--- src/rtl/mac_seq_pkg.sv ---
package mac_seq_pkg;

  typedef enum logic [1:0] {
    ST_IDLE  = 2'd0,
    ST_ISSUE = 2'd1,
    ST_WAIT  = 2'd2,
    ST_DONE  = 2'd3
  } seq_state_t;

endpackage

--- src/rtl/mac_ack_delay.sv ---
// Valid/tag delay line that runs beside the arithmetic pipeline.
module mac_ack_delay #(
  parameter int STAGES = 3
) (
  input  logic clk,
  input  logic rst,
  input  logic in_vld,
  input  logic in_tag,
  output logic out_vld,
  output logic out_tag
);

  logic [STAGES-1:0] vld_q;
  logic [STAGES-1:0] tag_q;

  // Only the valid bits are reset, so no acknowledge can appear after reset.
  always_ff @(posedge clk) begin
    if (rst) begin
      vld_q <= '0;
    end else begin
      vld_q[0] <= in_vld;
      for (int i = 1; i < STAGES; i++) begin
        vld_q[i] <= vld_q[i-1];
      end
    end
  end

  always_ff @(posedge clk) begin
    tag_q[0] <= in_tag;
    for (int i = 1; i < STAGES; i++) begin
      tag_q[i] <= tag_q[i-1];
    end
  end

  assign out_vld = vld_q[STAGES-1];
  assign out_tag = tag_q[STAGES-1];

  AST_RESET_QUIET: assert property (@(posedge clk) $fell(rst) |-> !out_vld) else $error("valid survived reset");

endmodule

--- src/rtl/mac_pipe_unit.sv ---
// Pipelined multiply-add with a request/acknowledge interface.
module mac_pipe_unit #(
  parameter int OPW = 8,
  parameter int LAT = 3,
  localparam int ACCW = 2 * OPW
) (
  input  logic            clk,
  input  logic            rst,
  input  logic            req,
  input  logic            req_stream,
  input  logic [OPW-1:0]  a,
  input  logic [OPW-1:0]  b,
  input  logic [ACCW-1:0] c,
  output logic            ack_take,
  output logic            ack_done,
  output logic            out_vld,
  output logic [ACCW-1:0] out_val
);

  logic tail_tag;

  // The unit is always ready, so a streaming request is taken at once.
  assign ack_take = req & req_stream;

  mac_ack_delay #(.STAGES(LAT)) u_delay (
    .clk    (clk),
    .rst    (rst),
    .in_vld (req),
    .in_tag (req_stream),
    .out_vld(out_vld),
    .out_tag(tail_tag)
  );

  // Completion is signalled only for wait-mode requests.
  assign ack_done = out_vld & ~tail_tag;

  logic [OPW-1:0]  a1, b1;
  logic [ACCW-1:0] c1;

  always_ff @(posedge clk) begin
    a1 <= a;
    b1 <= b;
    c1 <= c;
  end

  generate
    if (LAT == 1) begin : g_lat1
      assign out_val = ACCW'(a1) * ACCW'(b1) + c1;
    end else if (LAT == 2) begin : g_lat2
      logic [ACCW-1:0] sum_q;
      always_ff @(posedge clk) begin
        sum_q <= ACCW'(a1) * ACCW'(b1) + c1;
      end
      assign out_val = sum_q;
    end else begin : g_lat3
      localparam int TAILN = LAT - 2;
      logic [ACCW-1:0] prod_q, add_q;
      logic [ACCW-1:0] tail_q [TAILN];
      always_ff @(posedge clk) begin
        prod_q    <= ACCW'(a1) * ACCW'(b1);
        add_q     <= c1;
        tail_q[0] <= prod_q + add_q;
      end
      for (genvar i = 1; i < TAILN; i++) begin : g_retime
        always_ff @(posedge clk) begin
          tail_q[i] <= tail_q[i-1];
        end
      end
      assign out_val = tail_q[TAILN-1];
    end
  endgenerate

endmodule

--- src/rtl/mac_req_fsm.sv ---
// Issuing state machine: wait-mode handshake and streaming pass-through.
module mac_req_fsm
  import mac_seq_pkg::*;
#(
  parameter int OPW = 8,
  localparam int ACCW = 2 * OPW
) (
  input  logic            clk,
  input  logic            rst,
  input  logic            start,
  input  logic            stream_en,
  input  logic [OPW-1:0]  in_a,
  input  logic [OPW-1:0]  in_b,
  input  logic [ACCW-1:0] in_c,
  input  logic            ack_done,
  output logic            req,
  output logic            req_stream,
  output logic [OPW-1:0]  req_a,
  output logic [OPW-1:0]  req_b,
  output logic [ACCW-1:0] req_c,
  output logic            busy,
  output logic            done
);

  seq_state_t state_q, state_d;
  logic [OPW-1:0]  a_q, b_q;
  logic [ACCW-1:0] c_q;
  logic            idle;

  assign idle = (state_q == ST_IDLE);

  always_comb begin
    state_d = state_q;
    unique case (state_q)
      ST_IDLE:  if (start && !stream_en) state_d = ST_ISSUE;
      ST_ISSUE: state_d = ST_WAIT;
      ST_WAIT:  if (ack_done) state_d = ST_DONE;
      ST_DONE:  state_d = ST_IDLE;
      default:  state_d = ST_IDLE;
    endcase
  end

  always_ff @(posedge clk) begin
    if (rst) state_q <= ST_IDLE;
    else     state_q <= state_d;
  end

  // Wait-mode operands are held for the issue cycle.
  always_ff @(posedge clk) begin
    if (idle && start && !stream_en) begin
      a_q <= in_a;
      b_q <= in_b;
      c_q <= in_c;
    end
  end

  assign req        = (state_q == ST_ISSUE) | (idle & start & stream_en);
  assign req_stream = idle;
  assign req_a      = idle ? in_a : a_q;
  assign req_b      = idle ? in_b : b_q;
  assign req_c      = idle ? in_c : c_q;
  assign busy       = !idle;
  assign done       = (state_q == ST_DONE);

  AST_DONE_NEEDS_ACK:   assert property (@(posedge clk) disable iff (rst) (state_q == ST_DONE) |-> $past(ack_done)) else $error("done without ack");
  AST_ISSUE_THEN_WAIT:  assert property (@(posedge clk) disable iff (rst) (state_q == ST_ISSUE) |=> (state_q == ST_WAIT)) else $error("issue not followed by wait");
  AST_ACK_ONLY_WAITING: assert property (@(posedge clk) disable iff (rst) ack_done |-> (state_q == ST_WAIT)) else $error("stray completion");

endmodule

--- src/rtl/mac_result_collect.sv ---
// Consumer stage that registers each result flagged by the unit.
module mac_result_collect #(
  parameter int ACCW = 16
) (
  input  logic            clk,
  input  logic            rst,
  input  logic            in_vld,
  input  logic [ACCW-1:0] in_val,
  output logic            res_valid,
  output logic [ACCW-1:0] res_data
);

  always_ff @(posedge clk) begin
    if (rst) res_valid <= 1'b0;
    else     res_valid <= in_vld;
  end

  always_ff @(posedge clk) begin
    if (in_vld) res_data <= in_val;
  end

endmodule

--- src/rtl/mac_sequencer.sv ---
module mac_sequencer #(
  parameter int OPW     = 8,
  parameter int LATENCY = 3
) (
  input  logic              clk,
  input  logic              rst,
  input  logic              start,
  input  logic              stream_en,
  input  logic [OPW-1:0]    opnd_a,
  input  logic [OPW-1:0]    opnd_b,
  input  logic [2*OPW-1:0]  opnd_c,
  output logic              accept,
  output logic              busy,
  output logic              done,
  output logic              res_valid,
  output logic [2*OPW-1:0]  res_data
);

  localparam int ACCW = 2 * OPW;

  logic            req, req_stream, ack_done, out_vld;
  logic [OPW-1:0]  req_a, req_b;
  logic [ACCW-1:0] req_c, out_val;

  mac_req_fsm #(.OPW(OPW)) u_fsm (
    .clk       (clk),
    .rst       (rst),
    .start     (start),
    .stream_en (stream_en),
    .in_a      (opnd_a),
    .in_b      (opnd_b),
    .in_c      (opnd_c),
    .ack_done  (ack_done),
    .req       (req),
    .req_stream(req_stream),
    .req_a     (req_a),
    .req_b     (req_b),
    .req_c     (req_c),
    .busy      (busy),
    .done      (done)
  );

  mac_pipe_unit #(.OPW(OPW), .LAT(LATENCY)) u_unit (
    .clk       (clk),
    .rst       (rst),
    .req       (req),
    .req_stream(req_stream),
    .a         (req_a),
    .b         (req_b),
    .c         (req_c),
    .ack_take  (accept),
    .ack_done  (ack_done),
    .out_vld   (out_vld),
    .out_val   (out_val)
  );

  mac_result_collect #(.ACCW(ACCW)) u_collect (
    .clk      (clk),
    .rst      (rst),
    .in_vld   (out_vld),
    .in_val   (out_val),
    .res_valid(res_valid),
    .res_data (res_data)
  );

  AST_ACCEPT_ONLY_IDLE: assert property (@(posedge clk) disable iff (rst) accept |-> !busy) else $error("accept while busy");
  AST_DONE_WITH_RESULT: assert property (@(posedge clk) disable iff (rst) done |-> res_valid) else $error("done without result");

endmodule

--- config.mk ---
export PLATFORM = sky130hd
export DESIGN_NAME = mac_sequencer
export DESIGN_NICKNAME = d
export VERILOG_FILES = /design/src/rtl/mac_seq_pkg.sv /design/src/rtl/mac_ack_delay.sv /design/src/rtl/mac_pipe_unit.sv /design/src/rtl/mac_req_fsm.sv /design/src/rtl/mac_result_collect.sv /design/src/rtl/mac_sequencer.sv
export SDC_FILE = /design/constraint.sdc
export NUM_CORES = 1
export LEC_CHECK = 0
export BUFFER_PORTS_ARGS = -buffer_cell sky130_fd_sc_hd__buf_2
export CAP_MARGIN = 10
export CORE_MARGIN = 1.5
export CORE_UTILIZATION = 40
export DETAILED_ROUTE_END_ITERATION = 8
export GPL_ROUTABILITY_DRIVEN = 0
export PLACE_DENSITY = 0.64
export SYNTH_ARGS = -nofsm -noshare
export SYNTH_HDL_FRONTEND = slang
export SYNTH_SLANG_ARGS = --single-unit
--- constraint.sdc ---
create_clock -name clk -period 4.1 [get_ports clk]
set_input_delay 0.205 -clock clk [delete_from_list [all_inputs] [get_ports clk]]
set_output_delay 0.205 -clock clk [all_outputs]
set_load 0.01 [all_outputs]
==> results_dict.tcl, run 1 <==
set metrics [dict create \
    rsz0062_at_grt "yes" \
    n_antenna_cell 0 \
    placed_cells 836 \
    synthCells 567 \
    synth.distinct_cells 54 \
    path_class "register to register" \
    cpLargestDelayFamily "adder cells" \
    synth-seq-cells 137 \
    max-slew-margin-rel 0.4826 \
    initial_core_util 0.4092 \
    ys.flop_type "dfxtp_1" \
    crit_buf_inv 2 \
    synth.cells.most_frequent "89 x dfxtp_1, 66 x inv_1, 55 x ha_1" \
    drcViolationCount 0 \
    setup_ws_ns 0.07472 \
    worstSetupEndpointType "register" \
    finalHoldViolCount 0 \
    dieWidth_microns 133.2 \
    syn_to_final_growth_pct 23.11 \
    port_buffers 55 \
    fmax_mhz 248.4 \
    grt_max_degree 38 \
    grt_overflow 0 \
    netlist.area_leader.share 0.2626 \
    cts_buffer_depth 2 \
    cts_tree "built" \
    path_clk_slew_ns 0.06 \
    drv_cap 0 \
    yosysMostFrequentCell "dfxtp_1" \
    fin_nets 799 \
    dr.pass1.iters 4 \
    multi_input_area_sq_um 3299 \
    arrival_ns 4.32 \
    vias_per_cell 4.718 \
    cts_made_buffers 17 \
    antenna_found_initial 0 \
    die_h_microns 133.2 \
    slowest_stage "fa_1" \
    outcome "finished, final reports clean" \
    grt_pass1_vias 4436 \
    wire_per_inst_microns 13.22 \
    cts_max_level 4 \
    grt_pass1_wl_mm 20.17 \
    fin_skew_ns 0.006653 \
    clock_sinks 137 \
    fin_crit_sh 0.9818 \
    synth_edf_count 48 \
    synth_area_sq_um 6785 \
    tightest_slew_ns 0.7751 \
    track_usage 0.1432 \
    ios 56 \
    cp-start-kind "register" \
    stdcell_count 904 \
    crit_top_cell "fa_1" \
    coreArea_sq_um 16580 \
    dieArea_sq_um 17750 \
    critical-path-max-stage-delay_ns 0.52 \
    yosysWarnings 0 \
    clock_latency_ns 0.42 \
    cp_max_fo 8 \
    setup_violations 0 \
    seq_area_frac_synth 0.4750 \
    slew_violations 0 \
    synth_nets 695 \
    cp_cell_sequence "and2_4 -> fa_1 -> fa_1 -> fa_1 -> inv_1 -> fa_1 -> inv_2 -> ha_4 -> a21o_1 -> a211oi_2 -> o21ai_1 -> o21ba_1 -> or4_1" \
    drt_iter0_markers 253 \
    drive_gt1_frac 0.2383 \
    worstPathRequired_ns 4.40 \
    place.detailed.hpwl_mm 8.681 \
    setup-tns-final_ns 0 \
    num_vias 4265 \
    syn_area_per_cell_sq_um 11.97 \
    clock-root-buffer "clkbuf_16" \
    regArea_sq_um 3248 \
    synth_top_cells_by_area "dfxtp_1 26%, edfxtp_1 21%, fa_1 11%, ha_1 10%, mux2_2 5.3%" \
    rows 47 \
    crit_start "u_unit.a1[2]$_DFF_P_" \
    hold_start "rst" \
    finalWirelength_mm 11.95 \
    ant_nets 0 \
    fillers 1450 \
    hp-class "primary input to register" \
    synthArstFlopShare 0 \
    rr_startpoint "u_unit.a1[2]$_DFF_P_" \
    pre_cts_slack_ns -0.04593 \
    fin_crit_ns 4.025 \
    synth_top_area_cell "dfxtp_1" \
    holdWs_ns 0.02468 \
]
-- cell type report --
class | count | share of cell area
Clock inverter | 14 | 0.02277
Inverter | 66 | 0.02966
Tap cell | 220 | 0.03295
Sequential cell | 137 | 0.3889
Clock buffer | 18 | 0.05138
Multi-Input combinational cell | 353 | 0.3950
Timing Repair Buffer | 96 | 0.07939
-- layer usage --
metal	vias up	global-route usage	wire length, microns
li1	2146	-	-
met1	1980	0.1796	5599
met2	109	0.2303	5548
met3	30	0.04072	492
met4	0	0.06461	307
met5	-	0	0
-- logic make-up after synthesis --
kind of cell    Yosys count  synth area share
xor+xnor                 20           0.02582
mux                      32           0.05311
fa+ha+maj                92            0.2106
buf+inv                  77           0.04757
flops                   137            0.4750
compound gates           67           0.07579
simple gates            142            0.1121
-- metrics by stage --
| stage | util | area [sq um] |
|---|---|---|
| 5_1_grt | 0.5037 | 8353 |
| 4_1_cts | 0.4978 | 8255 |
| 3_3_place_gp | 0.4402 | 7301 |
| 2_1_floorplan | - | 6785 |
| 6_report | 0.5037 | 8353 |
| 3_5_place_dp | 0.4402 | 7301 |
-- sequential cells by signal, indices dropped and copies added, names as in the netlist --
register and flops:
u_unit.u_delay.vld_q 3, u_unit.c1 16, u_fsm.b_q 8, u_collect.res_data 16
u_fsm.c_q 16, u_unit.a1 8, u_unit.u_delay.tag_q 3, u_unit.b1 8
u_unit.g_lat3.add_q 16, u_fsm.state_q 2, u_fsm.a_q 8, u_unit.g_lat3.tail_q 16
u_unit.g_lat3.prod_q 16, u_collect.res_valid 1
-- layout by cell type (no fill, tap or decap), types with 4 or more instances in the layout --
cell type,synthesis,routed
a211oi_1,5,4
a211oi_2,3,4
a21o_1,8,8
a21oi_1,11,11
a31oi_1,4,4
and2_1,49,48
buf_2,2,55
buf_4,0,9
clkbuf_16,0,17
dfxtp_1,89,77
dfxtp_2,0,8
dfxtp_4,0,4
dlygate4sd3_1,0,32
edfxtp_1,48,48
fa_1,37,36
ha_1,55,50
inv_1,66,65
inv_6,0,4
mux2_2,32,32
nand2_1,26,25
nand3_1,8,8
nor2_1,17,16
nor2b_1,8,8
nor3_1,14,14
o21ai_0,9,8
or3_1,4,4
xnor2_1,14,14
xor2_1,6,6
-- final timing paths --
| path | end | slack [ns] | cells past startpoint |
|---|---|---|---|
| worst max-delay path | u_unit.g_lat3.prod_q[14]$_DFF_P_ | 0.07 | 13 |
| worst min-delay path | u_unit.u_delay.vld_q[1]$_SDFF_PP0_ | 0.02 | 2 |
| worst min register to register | u_unit.g_lat3.add_q[4]$_DFF_P_ | 0.33 | 0 |
| worst max register to register | u_unit.g_lat3.prod_q[14]$_DFF_P_ | 0.07 | 13 |
-- repair_timing --
| action | in CTS | in global routing |
|---|---|---|
| endpoints found under the setup margin | 1 | 7 |
| buffers inserted | 0 | 4 |
| pin swaps | 0 | 15 |
| gates resized for setup | 3 | 26 |
| endpoints found under the hold margin | 32 | 0 |
| hold buffers | 32 | 0 |
Power of run 1 is not shown: default switching activity piles up to over one toggle a cycle in this logic, so the estimate is an artifact.
==> run 2: changes to the inputs <==
Settings changed: SYNTH_HIERARCHICAL set to 1.
==> run 2 against run 1 <==
  * Non-clock buffer count is 2 higher
  * Register-to-register slack improved by 0.10 ns
  * First-iteration DRC count shrank 4.3%
  * Worst setup slack improved by 0.10 ns
  * Sequential cell count unchanged
  * Sequential share of layout area shrank 0.23 points
  * Final cell count decreased by 0.77%
  * Via count shrank 1.4%
==> results_dict.tcl, run 2 <==
set metrics [dict create \
    synth-seq-cells 137 \
    synth.distinct_cells 49 \
    vias_per_cell 4.689 \
    cts_max_level 4 \
    cts_tree "built" \
    drive_gt1_frac 0.2290 \
    synthArstFlopShare 0 \
    cts_buffer_depth 2 \
    crit_start "u_unit/a1[1]$_DFF_P_" \
    port_buffers 55 \
    die_h_microns 133.6 \
    grt_max_degree 37 \
    clock_latency_ns 0.41 \
    path_class "register to register" \
    synthCells 555 \
    n_antenna_cell 0 \
    ios 56 \
    fin_nets 793 \
    r2r_slack_ns 0.18 \
    syn_area_per_cell_sq_um 12.29 \
    syn_to_final_growth_pct 23.14 \
    hp-class "primary input to register" \
    final_common_cell "dfxtp_1" \
    rows 47 \
    outcome "finished, final reports clean" \
    drt_iter0_markers 242 \
    pre_cts_slack_ns -0.02193 \
    crit_end "u_unit/g_lat3.prod_q[15]$_DFF_P_" \
    slew_violations 0 \
    clock-root-buffer "clkbuf_16" \
    fmax_mhz 255.0 \
    finalHoldViolCount 0 \
    drcViolationCount 0 \
    cp_max_fo 8 \
    initial_core_util 0.4097 \
    drv_cap 0 \
    arrival_ns 4.22 \
    setup_violations 0 \
    worstSetupEndpointType "register" \
    synth_edf_count 48 \
    coreArea_sq_um 16640 \
    max-slew-margin-rel 0.4743 \
    dieArea_sq_um 17840 \
    final_cell_mix "77 x dfxtp_1, 65 x inv_1, 55 x buf_2" \
    synth_top_cells_by_area "dfxtp_1 26%, edfxtp_1 21%, fa_1 11%, ha_1 10%, mux2_4 6.2%" \
    yosysWarnings 6 \
    clock_sinks 137 \
    cp-start-kind "register" \
    seq_area_frac_synth 0.4727 \
    rsz0062_at_grt "no" \
    reg2reg_depth 13 \
    grt_overflow 0 \
    ys.flop_type "dfxtp_1" \
    ant_nets 0 \
    netlist.area_leader.share 0.2613 \
    cts_made_buffers 17 \
    path_clk_slew_ns 0.06 \
    fin_crit_ns 3.921 \
    rr_startpoint "u_unit/a1[1]$_DFF_P_" \
    synth_nets 683 \
    dr.pass1.iters 5 \
    synth_area_sq_um 6819 \
    grt_pass1_vias 4396 \
    tightest_slew_ns 0.7875 \
    wire_per_inst_microns 13.23 \
    grt_pass1_wl_mm 19.94 \
    fin_skew_ns 0.009946 \
    yosysMostFrequentCell "dfxtp_1" \
    fin_crit_sh 0.9564 \
    num_vias 4206 \
    finalWirelength_mm 11.87 \
    synth.cells.most_frequent "89 x dfxtp_1, 65 x inv_1, 55 x ha_1" \
    rr_endpoint "u_unit/g_lat3.prod_q[15]$_DFF_P_" \
    worstPathRequired_ns 4.40 \
    antenna_found_initial 0 \
    setup_ws_ns 0.1790 \
    dieWidth_microns 133.6 \
    track_usage 0.1435 \
    place.detailed.hpwl_mm 8.709 \
    synth_top_area_cell "dfxtp_1" \
]
[run 2: repair_timing]
| item | in CTS | in global routing |
|---|---|---|
| hold endpoints to repair | 32 | 0 |
| pin swaps | 0 | 10 |
| endpoints found under the setup margin | 1 | 7 |
| resized for setup | 4 | 19 |
| buffers inserted | 0 | 3 |
| hold buffers | 32 | 0 |
[run 2: how the worst min path moves through the flow]
stage	from	end	slack (ns)	cells after the start
floorplan	rst	u_collect/res_valid$_SDFF_PP0_	0.27	1
global placement	u_unit/u_delay/tag_q[0]$_DFF_P_	u_unit/u_delay/tag_q[1]$_DFF_P_	0.31	0
detailed placement	u_unit/c1[7]$_DFF_P_	u_unit/g_lat3.add_q[7]$_DFF_P_	0.31	0
CTS	rst	u_collect/res_valid$_SDFF_PP0_	0.03	2
global route	rst	u_collect/res_valid$_SDFF_PP0_	0.04	2
finish	rst	u_collect/res_valid$_SDFF_PP0_	0.05	2
[run 2: stage by stage]
| stage | instance area, sq um | hold WS, ns | cells | util | TNS [ns] |
|---|---|---|---|---|---|
| floorplan | 6819 | 0.2693 | 555 | - | 0 |
| global placement | 7362 | 0.3119 | 831 | 0.4424 | 0 |
| detailed placement | 7362 | 0.3121 | 831 | 0.4424 | -0.02193 |
| CTS | 8293 | 0.02561 | 894 | 0.4983 | 0 |
| global route | 8397 | 0.03793 | 897 | 0.5045 | 0 |
| finish | 8397 | 0.05010 | 897 | 0.5045 | 0 |
[run 2: critical path: stages (launching register included)]
cell     delay, ns
dfxtp_2       0.35
and2_1        0.18
fa_1          0.46
fa_1          0.54
inv_1         0.05
fa_1          0.46
fa_1          0.54
inv_1         0.04
ha_2          0.31
o21a_1        0.20
o31a_1        0.15
o31ai_4       0.28
a21oi_1       0.12
xnor2_1       0.13
[run 2: metal layers]
metal / up-vias / routed length (microns) / global-route usage
li1: 2091 / - / -
met1: 2032 / 5355 / 0.1710
met2: 73 / 5889 / 0.2450
met3: 10 / 468 / 0.04490
met4: 0 / 157 / 0.05072
met5: - / 0 / 0
[run 2: cells by family after synthesis]
family | Yosys count | share of synthesized area
adders and majority gates | 92 | 0.2095
buffers and inverters | 73 | 0.04697
AOI/OAI and AO/OA | 71 | 0.06881
muxes | 33 | 0.06972
DFF | 137 | 0.4727
xor gates and xnor gates | 23 | 0.02954
and+or+nand+nor | 126 | 0.1028
[run 2: final cells by class]
cell class / count / area, sq um
tap: 220 / 275.3
inverter: 66 / 247.7
timing repair buffer: 98 / 678.2
sequential: 137 / 3246
clock buffer: 18 / 429.2
fill: 1453 / 8245
clock inverter: 13 / 176.4
multi-input combinational: 345 / 3344
Power of run 2 is left out for the same reason.
